$ cat config.mk
export PLATFORM = sky130hd
export DESIGN_NAME = muldiv_seq
export DESIGN_NICKNAME = d
export VERILOG_FILES = /design/src/rtl/muldiv_pkg.sv /design/src/rtl/muldiv_ctrl.sv /design/src/rtl/muldiv_adder.sv /design/src/rtl/muldiv_fix.sv /design/src/rtl/muldiv_seq.sv
export SDC_FILE = /design/constraint.sdc
export NUM_CORES = 1
export LEC_CHECK = 0
export ABC_CLOCK_PERIOD_IN_PS = 4800
export BUFFER_PORTS_ARGS = -buffer_cell sky130_fd_sc_hd__buf_2
export CELL_PAD_IN_SITES_DETAIL_PLACEMENT = 1
export CELL_PAD_IN_SITES_GLOBAL_PLACEMENT = 2
export CORE_AREA = 2 2 206 208
export CTS_BUF_LIST = sky130_fd_sc_hd__clkbuf_4
export DETAILED_ROUTE_END_ITERATION = 6
export DIE_AREA = 0 0 208 210
export GPL_TIMING_DRIVEN = 0
export PLACE_DENSITY_LB_ADDON = 0.1
export REMOVE_ABC_BUFFERS = 1
export SLEW_MARGIN = 30
export SYNTH_ARGS = -nofsm -noshare
export SYNTH_HDL_FRONTEND = slang
export SYNTH_HIERARCHICAL = 1
export SYNTH_SLANG_ARGS = --single-unit
$ cat constraint.sdc
create_clock -name clk -period 4.8 [get_ports clk]
set_input_delay 0 -clock clk [delete_from_list [all_inputs] [get_ports clk]]
set_output_delay 0 -clock clk [all_outputs]
set_load 0.005 [all_outputs]
$ cat src/rtl/muldiv_pkg.sv
package muldiv_pkg;
  typedef enum logic [1:0] {
    OP_MULS = 2'b00,
    OP_MULU = 2'b01,
    OP_DIVS = 2'b10,
    OP_DIVU = 2'b11
  } md_op_e;

  typedef enum logic [1:0] {
    ST_IDLE = 2'd0,
    ST_RUN  = 2'd1,
    ST_FIX  = 2'd2
  } md_state_e;
endpackage

$ cat src/rtl/muldiv_ctrl.sv
module muldiv_ctrl #(
  parameter int WIDTH = 32
) (
  input  logic clk,
  input  logic rst_n,
  input  logic start,
  output logic busy,
  output logic take,
  output logic step_en,
  output logic fix_en
);
  import muldiv_pkg::*;
  localparam int CW = $clog2(WIDTH + 1);
  localparam logic [CW-1:0] LAST = CW'(WIDTH - 1);

  md_state_e       state;
  logic [CW-1:0]   step_cnt;

  assign busy    = (state != ST_IDLE);
  assign take    = start && (state == ST_IDLE);
  assign step_en = (state == ST_RUN);
  assign fix_en  = (state == ST_FIX);

  always_ff @(posedge clk or negedge rst_n) begin
    if (!rst_n) begin
      state    <= ST_IDLE;
      step_cnt <= '0;
    end else begin
      case (state)
        ST_IDLE: if (take) begin
          state    <= ST_RUN;
          step_cnt <= '0;
        end
        ST_RUN: begin
          step_cnt <= step_cnt + 1'b1;
          if (step_cnt == LAST) state <= ST_FIX;
        end
        ST_FIX:  state <= ST_IDLE;
        default: state <= ST_IDLE;
      endcase
    end
  end
endmodule

$ cat src/rtl/muldiv_adder.sv
module muldiv_adder #(
  parameter int WIDTH = 32
) (
  input  logic [WIDTH:0]   x,
  input  logic [WIDTH:0]   y,
  input  logic             cin,
  output logic [WIDTH+1:0] sum
);
  function automatic logic [WIDTH+1:0] add_ext(input logic [WIDTH:0] a,
                                               input logic [WIDTH:0] b,
                                               input logic c);
    return {1'b0, a} + {1'b0, b} + {{(WIDTH+1){1'b0}}, c};
  endfunction

  assign sum = add_ext(x, y, cin);
endmodule

$ cat src/rtl/muldiv_fix.sv
module muldiv_fix #(
  parameter int WIDTH = 32
) (
  input  logic             is_div,
  input  logic             neg_main,
  input  logic             neg_rem,
  input  logic [WIDTH-1:0] work_h,
  input  logic [WIDTH-1:0] work_l,
  output logic [WIDTH-1:0] res_hi,
  output logic [WIDTH-1:0] res_lo
);
  localparam int PW = 2 * WIDTH;

  function automatic logic [PW-1:0] neg_if_wide(input logic [PW-1:0] v, input logic n);
    return n ? (~v + 1'b1) : v;
  endfunction

  function automatic logic [WIDTH-1:0] neg_if(input logic [WIDTH-1:0] v, input logic n);
    return n ? (~v + 1'b1) : v;
  endfunction

  logic [PW-1:0] prod;
  assign prod = neg_if_wide({work_h, work_l}, neg_main);

  always_comb begin
    if (is_div) begin
      res_hi = neg_if(work_h, neg_rem);
      res_lo = neg_if(work_l, neg_main);
    end else begin
      res_hi = prod[PW-1:WIDTH];
      res_lo = prod[WIDTH-1:0];
    end
  end
endmodule

$ cat src/rtl/muldiv_seq.sv
module muldiv_seq #(
  parameter int WIDTH = 32
) (
  input  logic             clk,
  input  logic             rst_n,
  input  logic             start,
  input  logic [1:0]       op,
  input  logic [WIDTH-1:0] opa,
  input  logic [WIDTH-1:0] opb,
  output logic             busy,
  output logic             done,
  output logic [WIDTH-1:0] hi,
  output logic [WIDTH-1:0] lo
);
  import muldiv_pkg::*;
  localparam int MSB = WIDTH - 1;

  function automatic logic [WIDTH-1:0] magnitude(input logic [WIDTH-1:0] v, input logic sgn);
    return (sgn && v[MSB]) ? (~v + 1'b1) : v;
  endfunction

  // named events for the checker
  logic take, step_en, fix_en;

  muldiv_ctrl #(.WIDTH(WIDTH)) u_ctrl (
    .clk(clk), .rst_n(rst_n), .start(start),
    .busy(busy), .take(take), .step_en(step_en), .fix_en(fix_en)
  );

  md_op_e op_e;
  logic   op_div, op_sgn;
  assign op_e   = md_op_e'(op);
  assign op_div = (op_e == OP_DIVS) || (op_e == OP_DIVU);
  assign op_sgn = (op_e == OP_DIVS) || (op_e == OP_MULS);

  logic [WIDTH-1:0] work_h, work_l, opnd;
  logic             div_q, neg_q, rneg_q;

  // shared adder
  logic [WIDTH:0]   add_x, add_y;
  logic [WIDTH+1:0] add_s;
  logic             fits;

  always_comb begin
    if (div_q) begin
      add_x = {work_h, work_l[MSB]};
      add_y = ~{1'b0, opnd};
    end else begin
      add_x = {1'b0, work_h};
      add_y = {1'b0, work_l[0] ? opnd : {WIDTH{1'b0}}};
    end
  end

  muldiv_adder #(.WIDTH(WIDTH)) u_add (
    .x(add_x), .y(add_y), .cin(div_q), .sum(add_s)
  );

  assign fits = add_s[WIDTH+1];

  always_ff @(posedge clk or negedge rst_n) begin
    if (!rst_n) begin
      work_h <= '0;
      work_l <= '0;
      opnd   <= '0;
      div_q  <= 1'b0;
      neg_q  <= 1'b0;
      rneg_q <= 1'b0;
    end else if (take) begin
      work_h <= '0;
      work_l <= op_div ? magnitude(opa, op_sgn) : magnitude(opb, op_sgn);
      opnd   <= op_div ? magnitude(opb, op_sgn) : magnitude(opa, op_sgn);
      div_q  <= op_div;
      neg_q  <= op_sgn && (opa[MSB] ^ opb[MSB]);
      rneg_q <= op_sgn && op_div && opa[MSB];
    end else if (step_en) begin
      if (div_q) begin
        work_h <= fits ? add_s[WIDTH-1:0] : add_x[WIDTH-1:0];
        work_l <= {work_l[MSB-1:0], fits};
      end else begin
        work_h <= add_s[WIDTH:1];
        work_l <= {add_s[0], work_l[MSB:1]};
      end
    end
  end

  logic [WIDTH-1:0] res_hi, res_lo;

  muldiv_fix #(.WIDTH(WIDTH)) u_fix (
    .is_div(div_q), .neg_main(neg_q), .neg_rem(rneg_q),
    .work_h(work_h), .work_l(work_l), .res_hi(res_hi), .res_lo(res_lo)
  );

  always_ff @(posedge clk or negedge rst_n) begin
    if (!rst_n) begin
      hi   <= '0;
      lo   <= '0;
      done <= 1'b0;
    end else begin
      done <= fix_en;
      if (fix_en) begin
        hi <= res_hi;
        lo <= res_lo;
      end
    end
  end
endmodule

==> results_dict.tcl <==
set metrics [dict create \
    highest_layer "met4" \
    core_area_um2 41500 \
    clk_pin_slew_ns 0.17 \
    worstPathArrival_ns 5.03 \
    routabilityCongestion 0.853 \
    grt_pass1_vias 13400 \
    cts_root_buffer "clkbuf_4" \
    rr_startpoint "div_q" \
    cp.required_ns 5.35 \
    finalMaxSlewViolations 0 \
    drc 0 \
    finalSetupViolCount 0 \
    reg2reg_slack_ns 0.33 \
    synth_area_um2 14400 \
    clk_latency_ns 0.69 \
    worst_ir_drop_vdd_v 0.000197 \
    hold_end "opnd[3]" \
    synth_area_leaders "dfrtp_1, mux2_2, mux2i_1, xnor2_1, nor2_1" \
    yosysSeqAreaShare_pct 30.0 \
    holdPathStages 5 \
    worst_pin_slew_ns 0.884 \
    met3_length_um 1070 \
    yosysWarningCount 6 \
    max_freq_mhz 224 \
    r2r_cells 18 \
    synth_most_common_cell "dfrtp_1" \
    dr_wl_met2_um 23000 \
    rows 75 \
    skew_ns 0.0414 \
    fin_crit_sh_pct 93.2 \
    routed_wl_um 48000 \
    syn_avg_cell_area_um2 8.81 \
    synth-main-ff-cell "dfrtp_1" \
    cp_max_fo 42 \
    wl_met1_um 23200 \
    maxCapViolCount 0 \
    min_period_ns 4.47 \
    rr_endpoint "work_h[0]" \
    port_buffers 134 \
    areaGrowthSynthToFinish_pct 20.0 \
    syn-instance-count 1629 \
    p_total_mw 10.9 \
    synth_edf_count 0 \
    netlist.area_leader.share_pct 30.0 \
    rsz0062_at_grt "no" \
    die_area_um2 43700 \
    die_height_um 210 \
    critPathKind "reg2reg" \
    post_drt_wl_per_cell_um 20.2 \
    clock_path_buffers 2 \
    drtIter0Drc 496 \
    via_per_inst 5.41 \
    powerDensity_nw_per_um2 634 \
    dp_hpwl_um 35900 \
    hold_class "in2reg" \
    vias 12900 \
    async_flop_share_pct 100 \
    cp-end-kind "register" \
    cts_tree "yes" \
    maxSlewHeadroom_pct 40.6 \
    ant_nets 0 \
    antenna_found_initial 1 \
    grt_overflow 0 \
    hold_violations 0 \
    timing.setup.tns_ns 0 \
    synth_seq_cells 172 \
    cts_inserted_buffers 17 \
    cts.sinks 172 \
    grt_pass1_wl_um 76900 \
    drt_pass1_iterations 5 \
    ys_types 102 \
    start_kind "register" \
    grtUsageTotal_pct 22.3 \
    htreeDepth 4 \
    die-width_um 208 \
    min_from "opb[3]" \
    start_util_pct 34.6 \
    pin_count 135 \
    synthTopCellsByCount "dfrtp_1, nor2_1, nand2_1, mux2i_1, mux2_2" \
    p_leak_nw 7.11 \
    grt_max_degree 123 \
    outcome "complete, no violations" \
    yosysTopAreaCell "dfrtp_1" \
    drive_above_1_share_pct 20.3 \
    finalNetCount 1932 \
]
==> per-layer routing <==
layer | up-vias | track usage [%]
li1 | 6337 | -
met1 | 6283 | 30.4
met2 | 201 | 38.1
met3 | 35 | 2.21
met4 | 0 | 5.33
met5 | - | 0
==> where the power goes <==
part | total (mW) | switching (mW) | internal, mW
registers | 3.06 | 0.952 | 2.11
logic | 6.97 | 3.79 | 3.18
clock network | 0.877 | 0.594 | 0.283
==> registers in the layout, indices dropped and copies added (netlist names) <==
register / cells
hi: 32
lo: 32
opnd: 32
work_h: 32
work_l: 32
u_ctrl/step_cnt: 6
u_ctrl/state: 2
div_q: 1
done: 1
neg_q: 1
rneg_q: 1
==> cells in the final DEF, fill, tap and decap left out, types with 8 or more instances in the layout <==
| cell | count |
|---|---|
| dfrtp_1 | 170 |
| a31oi_1 | 19 |
| nor2_1 | 158 |
| buf_16 | 8 |
| inv_1 | 36 |
| nand2_1 | 133 |
| o41ai_1 | 8 |
| a21oi_2 | 8 |
| o21ai_0 | 100 |
| o221ai_1 | 30 |
| mux2i_1 | 111 |
| and3_1 | 8 |
| or3_1 | 9 |
| clkbuf_4 | 19 |
| or4_1 | 10 |
| a21o_1 | 15 |
| a211o_1 | 17 |
| buf_2 | 133 |
| nand3_1 | 31 |
| mux2_2 | 109 |
| xnor2_1 | 88 |
| xor2_1 | 57 |
| and2_1 | 9 |
| o31ai_1 | 19 |
| nor4_1 | 20 |
| nor2b_1 | 10 |
| ha_1 | 37 |
| a211oi_1 | 10 |
| nand2b_1 | 24 |
| dlygate4sd3_1 | 127 |
| nor3_1 | 31 |
| or2_2 | 10 |
| a21oi_1 | 91 |
| o211ai_1 | 10 |
==> metrics by stage <==
stage / instance area [µm²] / hold slack, ns / utilization (%) / setup WS, ns / std cells
detailed placement: 15500 / -0.120 / 37.5 / -0.612 / 2208
global route: 17200 / 0.0945 / 41.5 / 0.00662 / 2377
CTS: 17200 / 0.0138 / 41.4 / 0.119 / 2376
finish: 17200 / 0.0707 / 41.5 / 0.326 / 2378
global placement: 15200 / 0.369 / 36.7 / -8.61 / 2199
floorplan: 13900 / -0.296 / - / -4.62 / 1526
==> what timing repair did <==
item / in CTS / in global routing
pin swaps: 1 / 0
hold endpoints to repair: 238 / 0
hold buffers: 128 / 0
setup endpoints to repair: 33 / 33
resized for setup: 1 / 5
cloned: 2 / 0
buffers inserted: 6 / 0
==> how the worst max path moves through the flow <==
stage	depth (start not counted)	end	startpoint	slack, ns
6_report	18	work_h[0]	div_q	0.33
3_5_place_dp	18	work_h[0]	div_q	-0.61
3_3_place_gp	15	work_h[0]	div_q	-8.61
5_1_grt	18	work_h[4]	div_q	0.007
4_1_cts	18	work_h[0]	div_q	0.12
2_1_floorplan	15	work_h[0]	div_q	-4.62
==> cells by family after synthesis <==
family / count (synthesis) / synth area share [%]
multiplexers: 220 / 16.3
adder cells (fa/ha/maj): 39 / 3.51
XOR/XNOR: 145 / 8.85
AND/OR/NAND/NOR: 505 / 17.6
flip-flops: 172 / 30.0
buffers and inverters: 145 / 4.32
AO/OA/AOI/OAI: 403 / 19.4
==> worst max-delay path, stage by stage (launching register included) <==
cell and delay, ns:
dfrtp_4 0.62, buf_16 0.29, clkinvlp_4 0.20, buf_4 0.21
o21ai_0 0.21, ha_1 0.33, and2_1 0.24, nand2_1 0.15
nor3_1 0.27, o2111ai_2 0.25, a21oi_2 0.26, o21ai_1 0.13
a21oi_4 0.22, buf_16 0.20, buf_16 0.17, mux2i_1 0.21
a21oi_1 0.09, mux2i_1 0.15, nor2_1 0.05
==> cell type report <==
class | instances | area [µm²]
Fill cell | 4914 | 24300
Tap cell | 539 | 674
Antenna cell | 2 | 5.00
Timing Repair Buffer | 277 | 2270
Multi-Input combinational cell | 1313 | 9500
Clock buffer | 19 | 143
Inverter | 42 | 174
Sequential cell | 172 | 4310
Clock inverter | 13 | 136
Timing Repair inverter | 1 | 7.51
Note: power is estimated with default switching activity, not from simulation.
